===== src/rtl/baud_gen_pkg.sv =====
package baud_gen_pkg;

   localparam int unsigned REG_W      = 8;
   localparam int unsigned PRE_CODE_W = 2;
   localparam int unsigned PRE_LSB    = 4;
   localparam int unsigned RSEL_W     = 3;
   localparam int unsigned RSEL_LSB   = 0;

   typedef logic [PRE_CODE_W-1:0] pre_code_t;
   typedef logic [RSEL_W-1:0]     rate_sel_t;

   // Prescaler factor for a code; anything outside the listed codes acts as 13.
   function automatic int unsigned pre_factor(input pre_code_t code);
      case (code)
         2'd0:    return 1;
         2'd1:    return 3;
         2'd2:    return 4;
         default: return 13;
      endcase
   endfunction

endpackage


===== src/rtl/bgen_rate_reg.sv =====
module bgen_rate_reg
   import baud_gen_pkg::*;
#(
   parameter logic [REG_W-1:0] BOOT_VALUE = 8'h33,
   parameter int unsigned      PRE_CNT_W  = 4,
   parameter int unsigned      RATE_CNT_W = 7
)(
   input  logic                  clk,
   input  logic                  rst_n,
   input  logic                  boot_sel,
   input  logic                  wr,
   input  logic [REG_W-1:0]      wdata,
   output logic [PRE_CNT_W-1:0]  pre_last,
   output logic [RATE_CNT_W-1:0] rate_last,
   output logic                  restart
);

   logic [REG_W-1:0] rate_q;
   pre_code_t        code;
   rate_sel_t        rsel;

   always_ff @(posedge clk) begin
      if (!rst_n)
         rate_q <= boot_sel ? BOOT_VALUE : '0;
      else if (wr)
         rate_q <= wdata;
   end

   assign code = rate_q[PRE_LSB +: PRE_CODE_W];
   assign rsel = rate_q[RSEL_LSB +: RSEL_W];

   always_comb begin
      pre_last  = PRE_CNT_W'(pre_factor(code) - 1);
      rate_last = RATE_CNT_W'((32'd1 << rsel) - 32'd1);
   end

   assign restart = wr | ~rst_n;

   // a write lands in the register on the next edge
   a_r6_write_loads: assert property (@(posedge clk) disable iff (!rst_n)
      wr |=> rate_q == $past(wdata));

endmodule


===== src/rtl/bgen_mod_stage.sv =====
module bgen_mod_stage #(
   parameter int unsigned CNT_W = 4
)(
   input  logic             clk,
   input  logic             rst_n,
   input  logic             clr,
   input  logic             adv,
   input  logic [CNT_W-1:0] last_val,
   output logic             wrap
);

   logic [CNT_W-1:0] cnt_q;
   logic             at_end;

   assign at_end = cnt_q >= last_val;
   assign wrap   = adv & ~clr & at_end;

   always_ff @(posedge clk) begin
      if (clr)
         cnt_q <= '0;
      else if (adv)
         cnt_q <= at_end ? '0 : cnt_q + 1'b1;
   end

   // a clear leaves the stage at count zero
   a_r6_clear_zero: assert property (@(posedge clk) disable iff (!rst_n)
      clr |=> cnt_q == '0);

   // without an advance the count holds
   a_r9_hold_idle: assert property (@(posedge clk) disable iff (!rst_n)
      (!adv && !clr) |=> $stable(cnt_q));

endmodule


===== src/rtl/baud_gen.sv =====
module baud_gen
   import baud_gen_pkg::*;
#(
   parameter int unsigned      OS_FACTOR   = 16,
   parameter int unsigned      SHORT_FRAME = 10,
   parameter int unsigned      LONG_FRAME  = 11,
   parameter int unsigned      FRAME_W     = 4,
   parameter logic [REG_W-1:0] BOOT_VALUE  = 8'h33
)(
   input  logic               clk,
   input  logic               rst_n,
   input  logic               boot_sel,
   input  logic               bus_ce,
   input  logic               rate_wr,
   input  logic [REG_W-1:0]   rate_wdata,
   input  logic               long_char,
   output logic               os_tick,
   output logic               bit_tick,
   output logic               char_end,
   output logic [FRAME_W-1:0] frame_len
);

   localparam int unsigned PRE_CNT_W  = 4;
   localparam int unsigned RATE_CNT_W = (1 << RSEL_W) - 1;
   localparam int unsigned OS_CNT_W   = $clog2(OS_FACTOR);

   if (OS_FACTOR < 2 || (OS_FACTOR & (OS_FACTOR - 1)) != 0) begin : g_bad_os
      $error("OS_FACTOR must be a power of two of at least 2");
   end
   if (LONG_FRAME >= (1 << FRAME_W) || SHORT_FRAME < 2) begin : g_bad_frame
      $error("frame lengths do not fit FRAME_W");
   end

   logic [PRE_CNT_W-1:0]  pre_last;
   logic [RATE_CNT_W-1:0] rate_last;
   logic                  restart;
   logic                  pre_wrap;
   logic [FRAME_W-1:0]    frame_last;

   bgen_rate_reg #(
      .BOOT_VALUE (BOOT_VALUE),
      .PRE_CNT_W  (PRE_CNT_W),
      .RATE_CNT_W (RATE_CNT_W)
   ) u_reg (
      .clk       (clk),
      .rst_n     (rst_n),
      .boot_sel  (boot_sel),
      .wr        (rate_wr),
      .wdata     (rate_wdata),
      .pre_last  (pre_last),
      .rate_last (rate_last),
      .restart   (restart)
   );

   bgen_mod_stage #(.CNT_W(PRE_CNT_W)) u_pre (
      .clk (clk), .rst_n (rst_n), .clr (restart), .adv (bus_ce),
      .last_val (pre_last), .wrap (pre_wrap)
   );

   bgen_mod_stage #(.CNT_W(RATE_CNT_W)) u_rate (
      .clk (clk), .rst_n (rst_n), .clr (restart), .adv (pre_wrap),
      .last_val (rate_last), .wrap (os_tick)
   );

   bgen_mod_stage #(.CNT_W(OS_CNT_W)) u_os (
      .clk (clk), .rst_n (rst_n), .clr (restart), .adv (os_tick),
      .last_val (OS_CNT_W'(OS_FACTOR - 1)), .wrap (bit_tick)
   );

   assign frame_len  = long_char ? FRAME_W'(LONG_FRAME) : FRAME_W'(SHORT_FRAME);
   assign frame_last = frame_len - 1'b1;

   bgen_mod_stage #(.CNT_W(FRAME_W)) u_frame (
      .clk (clk), .rst_n (rst_n), .clr (restart), .adv (bit_tick),
      .last_val (frame_last), .wrap (char_end)
   );

   // a bit tick only ever coincides with an oversample tick
   a_r3_bit_in_os: assert property (@(posedge clk) disable iff (!rst_n)
      bit_tick |-> os_tick);

   // end of character only with a bit tick
   a_r5_char_in_bit: assert property (@(posedge clk) disable iff (!rst_n)
      char_end |-> bit_tick);

   // ticks need a bus-clock enable
   a_r9_tick_needs_ce: assert property (@(posedge clk) disable iff (!rst_n)
      os_tick |-> bus_ce);

   // write cycle is quiet
   a_r6_quiet_write: assert property (@(posedge clk) disable iff (!rst_n)
      rate_wr |-> !os_tick);

   // silent while reset is held
   always_comb begin
      if (!rst_n) a_r10_reset_quiet: assert (!os_tick && !bit_tick && !char_end);
   end

endmodule


===== config.mk =====
export PLATFORM = sky130hd
export DESIGN_NAME = baud_gen
export DESIGN_NICKNAME = d
export VERILOG_FILES = /design/src/rtl/baud_gen_pkg.sv /design/src/rtl/bgen_rate_reg.sv /design/src/rtl/bgen_mod_stage.sv /design/src/rtl/baud_gen.sv
export SDC_FILE = /design/constraint.sdc
export NUM_CORES = 1
export LEC_CHECK = 0
export CAP_MARGIN = 20
export CORE_AREA = 2 2 56 58
export DETAILED_ROUTE_END_ITERATION = 10
export DIE_AREA = 0 0 58 60
export PLACE_DENSITY = 0.8
export SYNTH_ARGS = -nofsm -noshare
export SYNTH_HDL_FRONTEND = slang
export SYNTH_SLANG_ARGS = --single-unit

===== constraint.sdc =====
create_clock -name clk -period 5.39 [get_ports clk]
set_clock_uncertainty 0.2 [all_clocks]
set_input_delay 0.539 -clock clk [delete_from_list [all_inputs] [get_ports clk]]
set_output_delay 0.539 -clock clk [all_outputs]
set_load 0.01 [all_outputs]

Yosys cells after proc, flatten, opt, wreduce, memory -nomap -nowiden. Cells that the tools add are included.

Reduce and logical (&&, ||, !) cells: 1. $lt $le $gt $ge: 4. Muxes and demuxes: 9. Shift operators: 1. Equality and inequality tests: 3. Bitwise operators: 11. Add/subtract/negate cells: 7.

Operators by type and width (number): 6-bit two-way mux (3); 4-bit by 1-bit adder with 4-bit output, second input constant (3); 4-bit two-way mux (3); 4-bit case mux with 3 select lines (1); 1-bit bitwise AND (8); 4-bit greater-or-equal comparator (2); 4-bit by 1-bit subtractor with 4-bit output, second input constant (2); 7-bit by 1-bit adder with 7-bit output, second input constant (1); 7-bit greater-or-equal comparator (1); 7-bit two-way mux (1); 1-bit by 3-bit left shift with 7-bit output, first input constant (1); 7-bit by 1-bit subtractor with 7-bit output, second input constant (1); 4-bit greater-or-equal comparator, second input constant (1); 2-bit by 1-bit equality test with 1-bit output, second input constant (1); 2-bit equality test, second input constant (1); 2-bit zero test (1); 2-bit by 1-bit != test with 1-bit output, second input constant (1); 1-bit NOT (2); 1-bit two-way mux (1); 1-bit OR (1).

Input bits: 14. Register bits after elaboration: 25.

Depth between registers and ports, before layout.
Word-level depth: 11. Gate-level depth with buffers: 9. Depth with buffers taken out: 8.

Modules after synthesis. Synthesis repeated with hierarchy kept, for this count alone.

Cell total of the unflattened synthesis: 191. Area, all modules: 1815.5 um2.

By module, submodules not included: bgen_mod_stage (u_frame ...) (area an instance 322.8 um2, cells each 35, times used 3, sequential area each 80.1 um2); bgen_mod_stage (u_rate) (area an instance 510.5 um2, cells each 56, times used 1, sequential area each 140.1 um2); bgen_rate_reg (area an instance 295.3 um2, cells each 23, times used 1, sequential area each 150.1 um2); baud_gen (area an instance 41.3 um2, cells each 7, times used 1, sequential area each 0.0 um2).

Worst setup path before layout. No wires, ideal clock.

Path type: register -> output. Start: register u_reg.rate_q[1]. End: output port os_tick. Setup slack: 2.751 ns. Required time: 4.651 ns. Stages on the path, launching flop included: 8. Arrival: 1.900 ns. Path through: edfxtp_1 or3_1 ha_1 nor2b_1 o21ai_0 a21oi_1 clkbuf_1 nor3_1.

Word-level cells in the longest chain between the ends: 4.

RTL lines: from (decl) (line bgen_rate_reg.sv:18) `logic [REG_W-1:0] rate_q;`; from (signal assigned) (line bgen_rate_reg.sv:24) `rate_q <= boot_sel ? BOOT_VALUE : '0;`; from (signal assigned) (line bgen_rate_reg.sv:26) `rate_q <= wdata;`; 1-bit by 3-bit left shift with 7-bit output (line bgen_rate_reg.sv:34) `rate_last = RATE_CNT_W'((32'd1 << rsel) - 32'd1);`; 7-bit by 1-bit subtractor with 7-bit output (line bgen_rate_reg.sv:34); 7-bit greater-or-equal comparator (line bgen_mod_stage.sv:15) `assign at_end = cnt_q >= last_val;`; 1-bit bitwise AND (line bgen_mod_stage.sv:16) `assign wrap = adv & ~clr & at_end;`; to (decl) (line baud_gen.sv:17) `output logic os_tick,`.

Every way passes these cells.

Final worst setup path.
Start: register u_reg.rate_q[1]. End: output port char_end.

Word-level cells in the longest chain between the ends: 8.

RTL lines: 1-bit by 3-bit left shift with 7-bit output (line bgen_rate_reg.sv:34); 7-bit by 1-bit subtractor with 7-bit output (line bgen_rate_reg.sv:34); 7-bit greater-or-equal comparator (line bgen_mod_stage.sv:15); 1-bit bitwise AND (5 in a row) (line bgen_mod_stage.sv:16); to (decl) (line baud_gen.sv:19) `output logic char_end,`.

Every way passes these cells.

==> out/qor.csv <==
stage,metric,value,unit
logic_synthesis,synthesis.area,1570,um^2
cells_and_area,diodes,0,
route,drc,0,
place,placed_area,1690,um^2
run,drv_cap,0,
cells_and_area,final_util,0.590,
global_routing,grt_pass1_wl,5.32,mm
global_routing,antenna_found_initial,0,
cells_and_area,layout.nets,225,
sta,fin_crit_sh,0.707,
min_path,hp-class,flip-flop to flip-flop,
global_routing,first_global_vias,1286,
floorplanning,die_area,3480,um^2
route,viasPerCell,6.11,
clocking,numClockSinks,24,
sta,hold_viol_final,0,
floorplanning,row_count,20,
route,finalWirelength,3.09,mm
route,dr.first_iter.drc_count,61,
clocking,cts_inserted_buffers,3,
sta,max_slew_margin,0.399,
power,power_density,198,nW/um^2
route,ant_nets,0,
sta,tns,0,ns
logic_synthesis,synth-seq-cells,24,
setup_path,startpoint_type,flip-flop,
clocking,insertion_delay,0.31,ns
setup_path,worstPathRequired,4.65,ns
setup_path,r2r_cells,7,
logic_synthesis,ys_types,47,
clocking,clkSlewWorstSetupHoldPaths,0.12,ns
setup_path,path_class,flip-flop to output pin,
global_routing,grt_overflow,0,
place,hpwl,2.36,mm
clocking,clk_path_buf_depth,2,
place,globalplace.congestion,0.900,
floorplanning,die_w,58,um
setup_path,end_kind,output pin,
global_routing,grt_max_degree,24,
clocking,cts_resized,0,
logic_synthesis,yosys_warnings,0,
clocking,cts_root_buffer,clkbuf_4,
logic_synthesis,avgSynthCellArea,8.58,um^2
run_status,status,completed,
setup_path,crit_arrival,3.07,ns
global_routing,grt_usage,0.198,
power,peakVddDrop,0.157,mV
floorplanning,die_h,60,um
floorplanning,io_pins,21,
setup_path,cp_max_fo,14,
sta,setup_viol_count_final,0,
route,drt-pass1-iter-count,5,
clocking,holdBufCountCts,0,
sta,rsz0062_at_grt,false,
clocking,post_cts_buffers,0,
cells_and_area,drive_above_1_share,0.0576,
sta,max_freq,263,MHz
sta,slew_violations,0,
route,via_count,1368,
sta,tightest_slew,0.902,ns
route,wl_per_cell,13.8,um
power,leakage,0.696,nW
min_path,hold_depth,2,
floorplanning,start_util,0.541,
clocking,cts_tree,built,
cells_and_area,fill_cells,265,
clocking,cts_max_level,1,
floorplanning,fp.coreArea,2900,um^2
cells_and_area,final_area,1710,um^2
place,io_buffers,14,
sta,min_period,3.81,ns
logic_synthesis,synth_cells,183,
logic_synthesis,yosysSeqAreaShare,0.338,
cells_and_area,syn2layout_area_growth,9.00,%
## cells by family after synthesis
family | count (synthesis) | synth area share
compound gates | 39 | 0.157
mux | 2 | 0.0127
flops | 24 | 0.338
other cells | 2 | 0.00478
fa+ha+maj | 19 | 0.151
xor+xnor | 1 | 0.00558
buf+inv | 21 | 0.0685
simple gates | 75 | 0.262
## final cells by class
| cell class | instances | area (um^2) | share of cell area |
|---|---|---|---|
| Clock buffer | 4 | 26.3 | 0.0154 |
| Inverter | 10 | 37.5 | 0.0219 |
| Multi-Input combinational cell | 139 | 936 | 0.547 |
| Sequential cell | 24 | 531 | 0.310 |
| Tap cell | 33 | 41.3 | 0.0241 |
| Timing Repair Buffer | 14 | 140 | 0.0819 |
## cell usage after synthesis (all sizes together)
| library cell | count | share of area |
|---|---|---|
| o21ai | 9 | 0.029 |
| o31ai | 1 | 0.0048 |
| a21oi | 15 | 0.048 |
| a31oi | 4 | 0.016 |
| or3 | 1 | 0.0040 |
| conb | 2 | 0.0048 |
| xor2 | 1 | 0.0056 |
| nor4 | 3 | 0.012 |
| and2b | 1 | 0.0048 |
| or4 | 2 | 0.0096 |
| a41o | 1 | 0.0072 |
| or2 | 1 | 0.0040 |
| a32o | 3 | 0.019 |
| buf | 9 | 0.040 |
| clkbuf | 2 | 0.0048 |
| nor2b | 1 | 0.0040 |
| and4 | 1 | 0.0056 |
| nand4b | 2 | 0.011 |
| nand2 | 21 | 0.050 |
| ha | 19 | 0.15 |
| a21o | 1 | 0.0048 |
| nand2b | 3 | 0.012 |
| inv | 10 | 0.024 |
| nand3 | 13 | 0.045 |
| nor3 | 3 | 0.0096 |
| a211o | 1 | 0.0056 |
| and2 | 2 | 0.0080 |
| nand3b | 1 | 0.0048 |
| a2111o | 1 | 0.0072 |
| edfxtp | 5 | 0.096 |
| o21a | 1 | 0.0048 |
| or2b | 1 | 0.0056 |
| dfxtp | 19 | 0.24 |
| o221a | 1 | 0.0072 |
| and3 | 5 | 0.024 |
| nor3b | 3 | 0.014 |
| o22ai | 1 | 0.0040 |
| mux2i | 2 | 0.013 |
| nand4 | 5 | 0.020 |
| nor2 | 6 | 0.014 |
## sequential cells by signal (all words and copies together), names as in the netlist
| signal | cells |
|---|---|
| u_rate.cnt_q | 7 |
| u_reg.rate_q | 5 |
| u_frame.cnt_q | 4 |
| u_os.cnt_q | 4 |
| u_pre.cnt_q | 4 |
## path summary, 6_finish.rpt
check	from	endpoint	slack, ns
max reg2reg	u_reg.rate_q[1]$_DFFE_PP_	u_frame.cnt_q[3]$_SDFFE_PP0P_	2.54
min	u_rate.cnt_q[0]$_SDFFE_PP0N_	u_rate.cnt_q[0]$_SDFFE_PP0N_	0.30
min reg2reg	u_rate.cnt_q[0]$_SDFFE_PP0N_	u_rate.cnt_q[0]$_SDFFE_PP0N_	0.30
max	u_reg.rate_q[1]$_DFFE_PP_	char_end	1.58
## per-layer routing
metal / up-vias / global-route usage / wire [um]
met5: - / 0 / 0
met4: 0 / 0.0930 / 60
met3: 9 / 0.0281 / 159
met2: 47 / 0.370 / 1590
met1: 629 / 0.221 / 1280
li1: 683 / - / -
## stage by stage
stage / hold WS, ns / worst slack [ns] / power [mW] / instances
after floorplan: 0.258 / 2.75 / 0.248 / 184
after global placement: 0.267 / 1.76 / 0.259 / 220
after detailed placement: 0.287 / 1.70 / 0.263 / 220
after CTS: 0.302 / 1.55 / 0.342 / 224
after global routing: 0.329 / 1.32 / 0.360 / 224
final: 0.296 / 1.58 / 0.338 / 224
## cells in the final DEF, fill, tap and decap left out, types with 2 or more instances in the layout
cell type        instances
clkbuf_4                 3
a21oi_1                 15
dfxtp_1                 19
nand3_1                 12
nor4_1                   3
and2_1                   2
nand2_1                 21
ha_1                    19
nor3_1                   3
a31oi_1                  4
a32o_1                   3
nand4_1                  5
nor2_1                   6
edfxtp_1                 5
conb_1                   3
nand4b_1                 2
o21ai_0                  9
mux2i_1                  2
or4_1                    2
nand2b_1                 3
inv_1                    9
nor3b_1                  3
and3_1                   3
clkdlybuf4s50_1         14
## critical path, stage by stage, from the launching register on
cell and delay, ns:
edfxtp_1 0.49, or3_1 0.41, ha_1 0.28, nor2b_1 0.04, o21ai_0 0.22, a21o_1 0.39, nand3_1 0.23, nor2_1 0.15
clkdlybuf4s50_1 0.54
## power by group
group | switching [mW] | internal (mW) | total (mW)
registers | 0.00541 | 0.189 | 0.195
clock network | 0.0504 | 0.0289 | 0.0793
logic | 0.0378 | 0.0268 | 0.0646
total | 0.0935 | 0.245 | 0.338
Power figures use the tool's default switching activity.
